`src/rtl/ptx_tlb_pkg.sv`:
```
package ptx_tlb_pkg;

  // Access kinds presented with a lookup
  typedef enum logic [1:0] {
    ACC_READ  = 2'd0,
    ACC_WRITE = 2'd1,
    ACC_EXEC  = 2'd2,
    ACC_NONE  = 2'd3
  } accKind_t;

  // Permission bit positions
  localparam int PERM_R = 0;
  localparam int PERM_W = 1;
  localparam int PERM_X = 2;

  // Strobes from control to datapath
  typedef struct packed {
    logic flush;
    logic fill;
    logic evict;
    logic touch;
    logic touchWrite;
  } tlbStrobe_t;

endpackage

```
`src/rtl/ptx_tlb_dp.sv`:
```
module ptx_tlb_dp
  import ptx_tlb_pkg::*;
#(
  parameter int SETS  = 4,
  parameter int WAYS  = 4,
  parameter int VPN_W = 20,
  parameter int PPN_W = 20,
  parameter int PID_W = 4,
  localparam int SET_W = $clog2(SETS),
  localparam int WAY_W = $clog2(WAYS)
) (
  input  logic             clk,
  input  logic             rstN,
  input  tlbStrobe_t       strobe,
  input  logic [VPN_W-1:0] lookupVpn,
  input  logic [PID_W-1:0] curPid,
  input  logic [WAY_W-1:0] hitWay,
  input  logic [VPN_W-1:0] fillVpn,
  input  logic [PPN_W-1:0] fillPpn,
  input  logic [2:0]       fillPerm,
  input  logic [WAY_W-1:0] fillWay,
  output logic [WAYS-1:0]  lookMatch,
  output logic [PPN_W-1:0] matchPpn,
  output logic [2:0]       matchPerm,
  output logic [WAYS-1:0]  fillSetValid,
  output logic [WAYS-1:0]  fillSetMatch,
  output logic             wbValid,
  output logic [VPN_W-1:0] wbVpn,
  output logic [PID_W-1:0] wbPid,
  output logic             wbDirty,
  output logic             wbRef
);

  localparam int TAG_W = VPN_W - SET_W;

  logic [SETS-1:0][WAYS-1:0] validQ, dirtyQ, refQ;
  logic [TAG_W-1:0] tagQ  [SETS][WAYS];
  logic [PID_W-1:0] pidQ  [SETS][WAYS];
  logic [PPN_W-1:0] ppnQ  [SETS][WAYS];
  logic [2:0]       permQ [SETS][WAYS];

  logic [SET_W-1:0] lookIdx, fillIdx;
  logic [TAG_W-1:0] lookTag, fillTag;

  assign lookIdx = lookupVpn[SET_W-1:0];
  assign lookTag = lookupVpn[VPN_W-1:SET_W];
  assign fillIdx = fillVpn[SET_W-1:0];
  assign fillTag = fillVpn[VPN_W-1:SET_W];

  // Parallel compare across every way of both addressed sets
  for (genvar w = 0; w < WAYS; w++) begin : gWay
    assign lookMatch[w] = validQ[lookIdx][w] && (tagQ[lookIdx][w] == lookTag)
                          && (pidQ[lookIdx][w] == curPid);
    assign fillSetValid[w] = validQ[fillIdx][w];
    assign fillSetMatch[w] = validQ[fillIdx][w] && (tagQ[fillIdx][w] == fillTag)
                             && (pidQ[fillIdx][w] == curPid);
  end

  // One-hot select of the matching entry's payload
  always_comb begin
    matchPpn  = '0;
    matchPerm = '0;
    for (int w = 0; w < WAYS; w++) begin
      matchPpn  = matchPpn  | (ppnQ[lookIdx][w]  & {PPN_W{lookMatch[w]}});
      matchPerm = matchPerm | (permQ[lookIdx][w] & {3{lookMatch[w]}});
    end
  end

  always_ff @(posedge clk or negedge rstN) begin
    if (!rstN) begin
      validQ  <= '0;
      dirtyQ  <= '0;
      refQ    <= '0;
      wbValid <= 1'b0;
      wbVpn   <= '0;
      wbPid   <= '0;
      wbDirty <= 1'b0;
      wbRef   <= 1'b0;
      for (int s = 0; s < SETS; s++) begin
        for (int w = 0; w < WAYS; w++) begin
          tagQ[s][w]  <= '0;
          pidQ[s][w]  <= '0;
          ppnQ[s][w]  <= '0;
          permQ[s][w] <= '0;
        end
      end
    end else begin
      wbValid <= 1'b0;
      if (strobe.flush) begin
        validQ <= '0;
      end else begin
        if (strobe.touch) begin
          refQ[lookIdx][hitWay] <= 1'b1;
          if (strobe.touchWrite) dirtyQ[lookIdx][hitWay] <= 1'b1;
        end
        // A fill written later wins over a touch of the same entry
        if (strobe.fill) begin
          validQ[fillIdx][fillWay] <= 1'b1;
          dirtyQ[fillIdx][fillWay] <= 1'b0;
          refQ[fillIdx][fillWay]   <= 1'b0;
          tagQ[fillIdx][fillWay]   <= fillTag;
          pidQ[fillIdx][fillWay]   <= curPid;
          ppnQ[fillIdx][fillWay]   <= fillPpn;
          permQ[fillIdx][fillWay]  <= fillPerm;
          if (strobe.evict) begin
            wbValid <= 1'b1;
            wbVpn   <= {tagQ[fillIdx][fillWay], fillIdx};
            wbPid   <= pidQ[fillIdx][fillWay];
            wbDirty <= dirtyQ[fillIdx][fillWay];
            wbRef   <= refQ[fillIdx][fillWay];
          end
        end
      end
    end
  end

  AST_SINGLE_MATCH: assert property (@(posedge clk) disable iff (!rstN)
    $onehot0(lookMatch));
  AST_FLUSH_EMPTIES: assert property (@(posedge clk) disable iff (!rstN)
    strobe.flush |=> (lookMatch == '0));
  AST_WB_FROM_EVICT: assert property (@(posedge clk) disable iff (!rstN)
    wbValid |-> $past(strobe.evict));

endmodule

```
`src/rtl/ptx_tlb_ctrl.sv`:
```
module ptx_tlb_ctrl
  import ptx_tlb_pkg::*;
#(
  parameter int WAYS = 4,
  localparam int WAY_W = $clog2(WAYS)
) (
  input  logic             clk,
  input  logic             rstN,
  input  logic             lookupValid,
  input  logic [1:0]       accessKind,
  input  logic             flushAll,
  input  logic             fillValid,
  input  logic [WAYS-1:0]  lookMatch,
  input  logic [2:0]       matchPerm,
  input  logic [WAYS-1:0]  fillSetValid,
  input  logic [WAYS-1:0]  fillSetMatch,
  output tlbStrobe_t       strobe,
  output logic [WAY_W-1:0] hitWay,
  output logic [WAY_W-1:0] fillWay,
  output logic             hit,
  output logic             miss,
  output logic             protFault
);

  // Victim source; eight bits cover any WAYS up to 256 (power of two)
  localparam int LFSR_W = 8;
  logic [LFSR_W-1:0] lfsrQ;

  always_ff @(posedge clk or negedge rstN) begin
    if (!rstN) lfsrQ <= 8'h5A;
    else       lfsrQ <= {lfsrQ[LFSR_W-2:0], lfsrQ[7] ^ lfsrQ[5] ^ lfsrQ[4] ^ lfsrQ[3]};
  end

  logic hitAny, allowed, setFull, sameEntry;
  logic [WAY_W-1:0] freeWay, sameWay;

  always_comb begin
    unique case (accKind_t'(accessKind))
      ACC_READ:  allowed = matchPerm[PERM_R];
      ACC_WRITE: allowed = matchPerm[PERM_W];
      ACC_EXEC:  allowed = matchPerm[PERM_X];
      default:   allowed = 1'b0;
    endcase
  end

  always_comb begin
    hitWay  = '0;
    sameWay = '0;
    freeWay = '0;
    for (int w = WAYS - 1; w >= 0; w--) begin
      if (lookMatch[w])     hitWay  = WAY_W'(w);
      if (fillSetMatch[w])  sameWay = WAY_W'(w);
      if (!fillSetValid[w]) freeWay = WAY_W'(w);
    end
  end

  assign hitAny    = |lookMatch;
  assign setFull   = &fillSetValid;
  assign sameEntry = |fillSetMatch;

  assign hit       = lookupValid && hitAny && allowed;
  assign protFault = lookupValid && hitAny && !allowed;
  assign miss      = lookupValid && !hitAny;

  always_comb begin
    if (sameEntry)     fillWay = sameWay;
    else if (!setFull) fillWay = freeWay;
    else               fillWay = lfsrQ[WAY_W-1:0];
  end

  always_comb begin
    strobe.flush      = flushAll;
    strobe.fill       = fillValid && !flushAll;
    strobe.evict      = fillValid && !flushAll && !sameEntry && setFull;
    strobe.touch      = hit && !flushAll;
    strobe.touchWrite = (accKind_t'(accessKind) == ACC_WRITE);
  end

  AST_HIT_NOT_FAULT: assert property (@(posedge clk) disable iff (!rstN)
    !(hit && protFault));
  AST_MISS_EXCLUSIVE: assert property (@(posedge clk) disable iff (!rstN)
    miss |-> (!hit && !protFault));
  AST_IDLE_QUIET: assert property (@(posedge clk) disable iff (!rstN)
    !lookupValid |-> !(hit || miss || protFault));
  AST_EVICT_ONLY_FULL: assert property (@(posedge clk) disable iff (!rstN)
    strobe.evict |-> (&fillSetValid));

endmodule

```
`src/rtl/ptx_tlb.sv`:
```
module ptx_tlb
  import ptx_tlb_pkg::*;
#(
  parameter int SETS  = 4,
  parameter int WAYS  = 4,
  parameter int VPN_W = 20,
  parameter int PPN_W = 20,
  parameter int PID_W = 4
) (
  input  logic             clk,
  input  logic             rstN,
  input  logic             lookupValid,
  input  logic [VPN_W-1:0] lookupVpn,
  input  logic [1:0]       accessKind,
  input  logic [PID_W-1:0] curPid,
  input  logic             flushAll,
  input  logic             fillValid,
  input  logic [VPN_W-1:0] fillVpn,
  input  logic [PPN_W-1:0] fillPpn,
  input  logic [2:0]       fillPerm,
  output logic             hit,
  output logic             miss,
  output logic             protFault,
  output logic [PPN_W-1:0] ppnOut,
  output logic             wbValid,
  output logic [VPN_W-1:0] wbVpn,
  output logic [PID_W-1:0] wbPid,
  output logic             wbDirty,
  output logic             wbRef
);

  localparam int WAY_W = $clog2(WAYS);

  tlbStrobe_t       strobe;
  logic [WAY_W-1:0] hitWay, fillWay;
  logic [WAYS-1:0]  lookMatch, fillSetValid, fillSetMatch;
  logic [PPN_W-1:0] matchPpn;
  logic [2:0]       matchPerm;

  ptx_tlb_ctrl #(.WAYS(WAYS)) uCtrl (
    .clk(clk), .rstN(rstN), .lookupValid(lookupValid), .accessKind(accessKind),
    .flushAll(flushAll), .fillValid(fillValid), .lookMatch(lookMatch),
    .matchPerm(matchPerm), .fillSetValid(fillSetValid), .fillSetMatch(fillSetMatch),
    .strobe(strobe), .hitWay(hitWay), .fillWay(fillWay),
    .hit(hit), .miss(miss), .protFault(protFault)
  );

  ptx_tlb_dp #(
    .SETS(SETS), .WAYS(WAYS), .VPN_W(VPN_W), .PPN_W(PPN_W), .PID_W(PID_W)
  ) uDp (
    .clk(clk), .rstN(rstN), .strobe(strobe), .lookupVpn(lookupVpn), .curPid(curPid),
    .hitWay(hitWay), .fillVpn(fillVpn), .fillPpn(fillPpn), .fillPerm(fillPerm),
    .fillWay(fillWay), .lookMatch(lookMatch), .matchPpn(matchPpn),
    .matchPerm(matchPerm), .fillSetValid(fillSetValid), .fillSetMatch(fillSetMatch),
    .wbValid(wbValid), .wbVpn(wbVpn), .wbPid(wbPid), .wbDirty(wbDirty), .wbRef(wbRef)
  );

  assign ppnOut = hit ? matchPpn : '0;

endmodule

```
`config.mk`:
```
export PLATFORM = sky130hd
export DESIGN_NAME = ptx_tlb
export DESIGN_NICKNAME = d
export VERILOG_FILES = /design/src/rtl/ptx_tlb_pkg.sv /design/src/rtl/ptx_tlb_dp.sv /design/src/rtl/ptx_tlb_ctrl.sv /design/src/rtl/ptx_tlb.sv
export SDC_FILE = /design/constraint.sdc
export NUM_CORES = 2
export LEC_CHECK = 0
export ABC_CLOCK_PERIOD_IN_PS = 3100
export BUFFER_PORTS_ARGS = -buffer_cell sky130_fd_sc_hd__clkbuf_2
export CAP_MARGIN = 20
export CORE_ASPECT_RATIO = 1.4
export CORE_MARGIN = 3
export CORE_UTILIZATION = 25
export DETAILED_ROUTE_END_ITERATION = 8
export GPL_ROUTABILITY_DRIVEN = 0
export PLACE_DENSITY = 0.36
export SYNTH_ARGS = -nofsm -noshare
export SYNTH_HDL_FRONTEND = slang
export SYNTH_SLANG_ARGS = --single-unit
export TNS_END_PERCENT = 10
```
`constraint.sdc`:
```
create_clock -name clk -period 3.1 [get_ports clk]
set_input_delay 0.155 -clock clk [delete_from_list [all_inputs] [get_ports clk]]
set_output_delay 0.155 -clock clk [all_outputs]
set_load 0.01 [all_outputs]
```
==> flow_metrics.tcl <==
set metrics [dict create \
    cts-root-buf "clkbuf_16" \
    mappedNetlistArea_mm2 0.0419 \
    dpl_cell_area_mm2 0.0518 \
    rsz0062_at_grt "yes" \
    yosys_warnings 0 \
    setup_violations 818 \
    initialDrtViolationCount 1860 \
    drv_cap 0 \
    cts_buffers 94 \
    fin_skew_ns 0.0564 \
    fin_util_pct 35.4 \
    cts_tree "built" \
    met1_usage_pct 25.8 \
    worstSetupEndpointType "output port" \
    die_h_um 490 \
    whs_ns 0.0819 \
    synth_edf_count 0 \
    clk_pin_slew_ns 0.07 \
    synth_ff_type "dfrtp_1" \
    wirelength_mm 188 \
    grt.total_usage_pct 21.3 \
    synthCells 3055 \
    coreArea_mm2 0.166 \
    timing.fmax_mhz 228 \
    ir_worst_vdd_mv 0.406 \
    critPathRequiredTime_ns 2.94 \
    grt_max_degree 90 \
    num_io_pins 124 \
    crit_type "reg -> out" \
    port_buffers 123 \
    netlist_top_cells_count "799 x dfrtp_1, 645 x mux2_2, 251 x mux4_2, 164 x xnor2_1, 137 x nand2_1" \
    avgSynthCellArea_um2 13.7 \
    start_util_pct 25.2 \
    overflow 0 \
    met2_usage_pct 37.6 \
    layout.cells.non_filler 6233 \
    violations "negative setup slack" \
    dp_cells 5935 \
    top_usage_layer "met2" \
    period_minus_slack_ns 4.38 \
    synth_most_common_cell "dfrtp_1" \
    power_density_mw_per_mm2 533 \
    syn_to_final_growth_pct 40.4 \
    layout.nets 3985 \
    grt_pass1_wl_mm 264 \
    route.vias.total 30800 \
    synth_top_area_share_pct 47.7 \
    dieArea_mm2 0.173 \
    grt_pass1_vias 34100 \
    hold_violations 0 \
    synth-seq-area-share_pct 48.0 \
    clkSinkCount 803 \
    hpwl_mm 131 \
    relSlewSlack_pct 44.1 \
    cp_max_fo 6 \
    arrival_ns 4.22 \
    slew_viol_final 0 \
    outcome "finished, violations left" \
    num-fill-cells 16200 \
    setup_ws_ns -1.28 \
    die_x_um 352 \
    synthArstFlopShare_pct 100 \
    ys_seq_elements 803 \
    final_area_mm2 0.0588 \
    preCtsSetupSlack_ns -1.33 \
    worst_pin_slew_ns 0.832 \
    met3_usage_pct 2.58 \
    grt_antenna_before_repair 10 \
    insertion_delay_ns 0.75 \
    cts_buffer_depth 3 \
    firstDrtPassIters 5 \
    min_path_type "in -> reg" \
    yosysTopAreaCell "dfrtp_1" \
    p_leak_nw 27.2 \
    vias_per_cell 4.94 \
    post-route-period-util_pct 141 \
    placementRows 177 \
    start_kind "flip-flop" \
    netlist-cell-type-count 73 \
    wl_per_cell_um 30.2 \
    syn_nets 3129 \
    ant_nets 0 \
    htree_levels 3 \
    drive_gt1_share_pct 56.4 \
    synthTopCellsByArea "dfrtp_1 48%, mux2_2 17%, mux4_2 13%" \
    drc 0 \
]
==> sequential cells by signal, summed over array words and instances, names as in the netlist <==
register / flops
uDp.wbVpn: 20
uCtrl.lfsrQ: 8
uDp.wbValid: 1
uDp.dirtyQ: 16
uDp.refQ: 16
uDp.ppnQ: 320
uDp.wbRef: 1
uDp.pidQ: 64
uDp.tagQ: 288
uDp.wbPid: 4
uDp.permQ: 48
uDp.validQ: 16
uDp.wbDirty: 1
==> cells in the final DEF, fill, tap and decap left out, types with 22 or more instances in the layout <==
master           n
a221oi_1        24
buf_16          22
clkbuf_2        97
clkbuf_16      103
mux2i_1         84
xnor2_1        143
nand2_1        128
mux2_4         317
dlygate4sd3_1   35
inv_1           57
nor2_1          43
buf_12         117
buf_6           41
mux2_2         379
dfrtp_1        799
nor3_4          23
nand3_1         44
buf_4          697
o21ai_0         59
mux4_2         251
nand4_1         69
clkbuf_8        34
==> what timing repair did <==
item | 4_1_cts | 5_1_grt
endpoints found under the hold margin | 890 | 0
hold buffers | 36 | 0
gates cloned | 14 | 10
pin swaps | 52 | 33
resized for setup | 341 | 174
setup buffers | 37 | 26
setup endpoints to repair | 818 | 818
==> power by group <==
part / internal [mW] / total [mW] / switching, mW
clock: 7.30 / 12.2 / 4.94
combinational: 3.61 / 6.81 / 3.20
sequential: 11.6 / 12.3 / 0.658
==> worst max-delay path, stage by stage, from the launching register on <==
cell	delay [ns]
dfrtp_1	0.40
buf_4	0.15
mux4_2	0.59
xnor2_2	0.26
nand4_1	0.20
or3_4	0.38
nor4_4	0.28
buf_6	0.18
nand2_1	0.10
o2111ai_4	0.12
a32oi_4	0.14
buf_12	0.18
buf_16	0.17
nor3_4	0.13
buf_2	0.16
==> path summary, 6_finish.rpt <==
path	start	to	slack (ns)	cells after the start
min in group asynchronous	rstN	uDp.ppnQ[117]	0.53	3
worst max-delay path	uDp.tagQ[29]	ppnOut[6]	-1.28	14
max in group asynchronous	rstN	uDp.tagQ[200]	1.57	5
worst min-delay path	fillVpn[19]	uDp.tagQ[251]	0.08	3
worst min register to register	uCtrl.lfsrQ[2]	uCtrl.lfsrQ[3]	0.36	0
worst max register to register	uDp.pidQ[58]	uDp.ppnQ[163]	-0.87	13
==> through the flow <==
step / total power, mW / setup TNS, ns
floorplan: 15.2 / -71.58
global placement: 18.4 / -815.06
detailed placement: 18.6 / -772.56
CTS: 31.6 / -560.99
global route: 32.6 / -619.54
finish: 31.3 / -576.23
==> area by class of cell <==
type	instances	area, um^2	area share (%)
flip-flops and latches	803	20100	34.2
inverters	59	224	0.381
repair buffers	1047	9950	16.9
well taps	2237	2800	4.76
clock buffers	142	2850	4.85
clock inverters	29	564	0.959
diodes	10	25.0	0.0425
multi-input cells	1906	22300	37.9
==> routing by layer <==
metal	share of wire [%]	routed length, um	up-vias
li1	-	-	13100
met1	41	76500	16600
met2	51	95700	757
met3	3.3	6290	277
met4	5.1	9540	0
met5	0	0	-
==> cell families after synthesis <==
| logic type | count (synthesis) | share of synthesized area (%) |
|---|---|---|
| and+or+nand+nor | 430 | 5.26 |
| DFF | 803 | 48.0 |
| muxes | 1043 | 34.7 |
| xor gates and xnor gates | 180 | 3.76 |
| buffers and inverters | 346 | 3.92 |
| AOI/OAI and AO/OA | 253 | 4.34 |
Power figures use the tool's default switching activity.
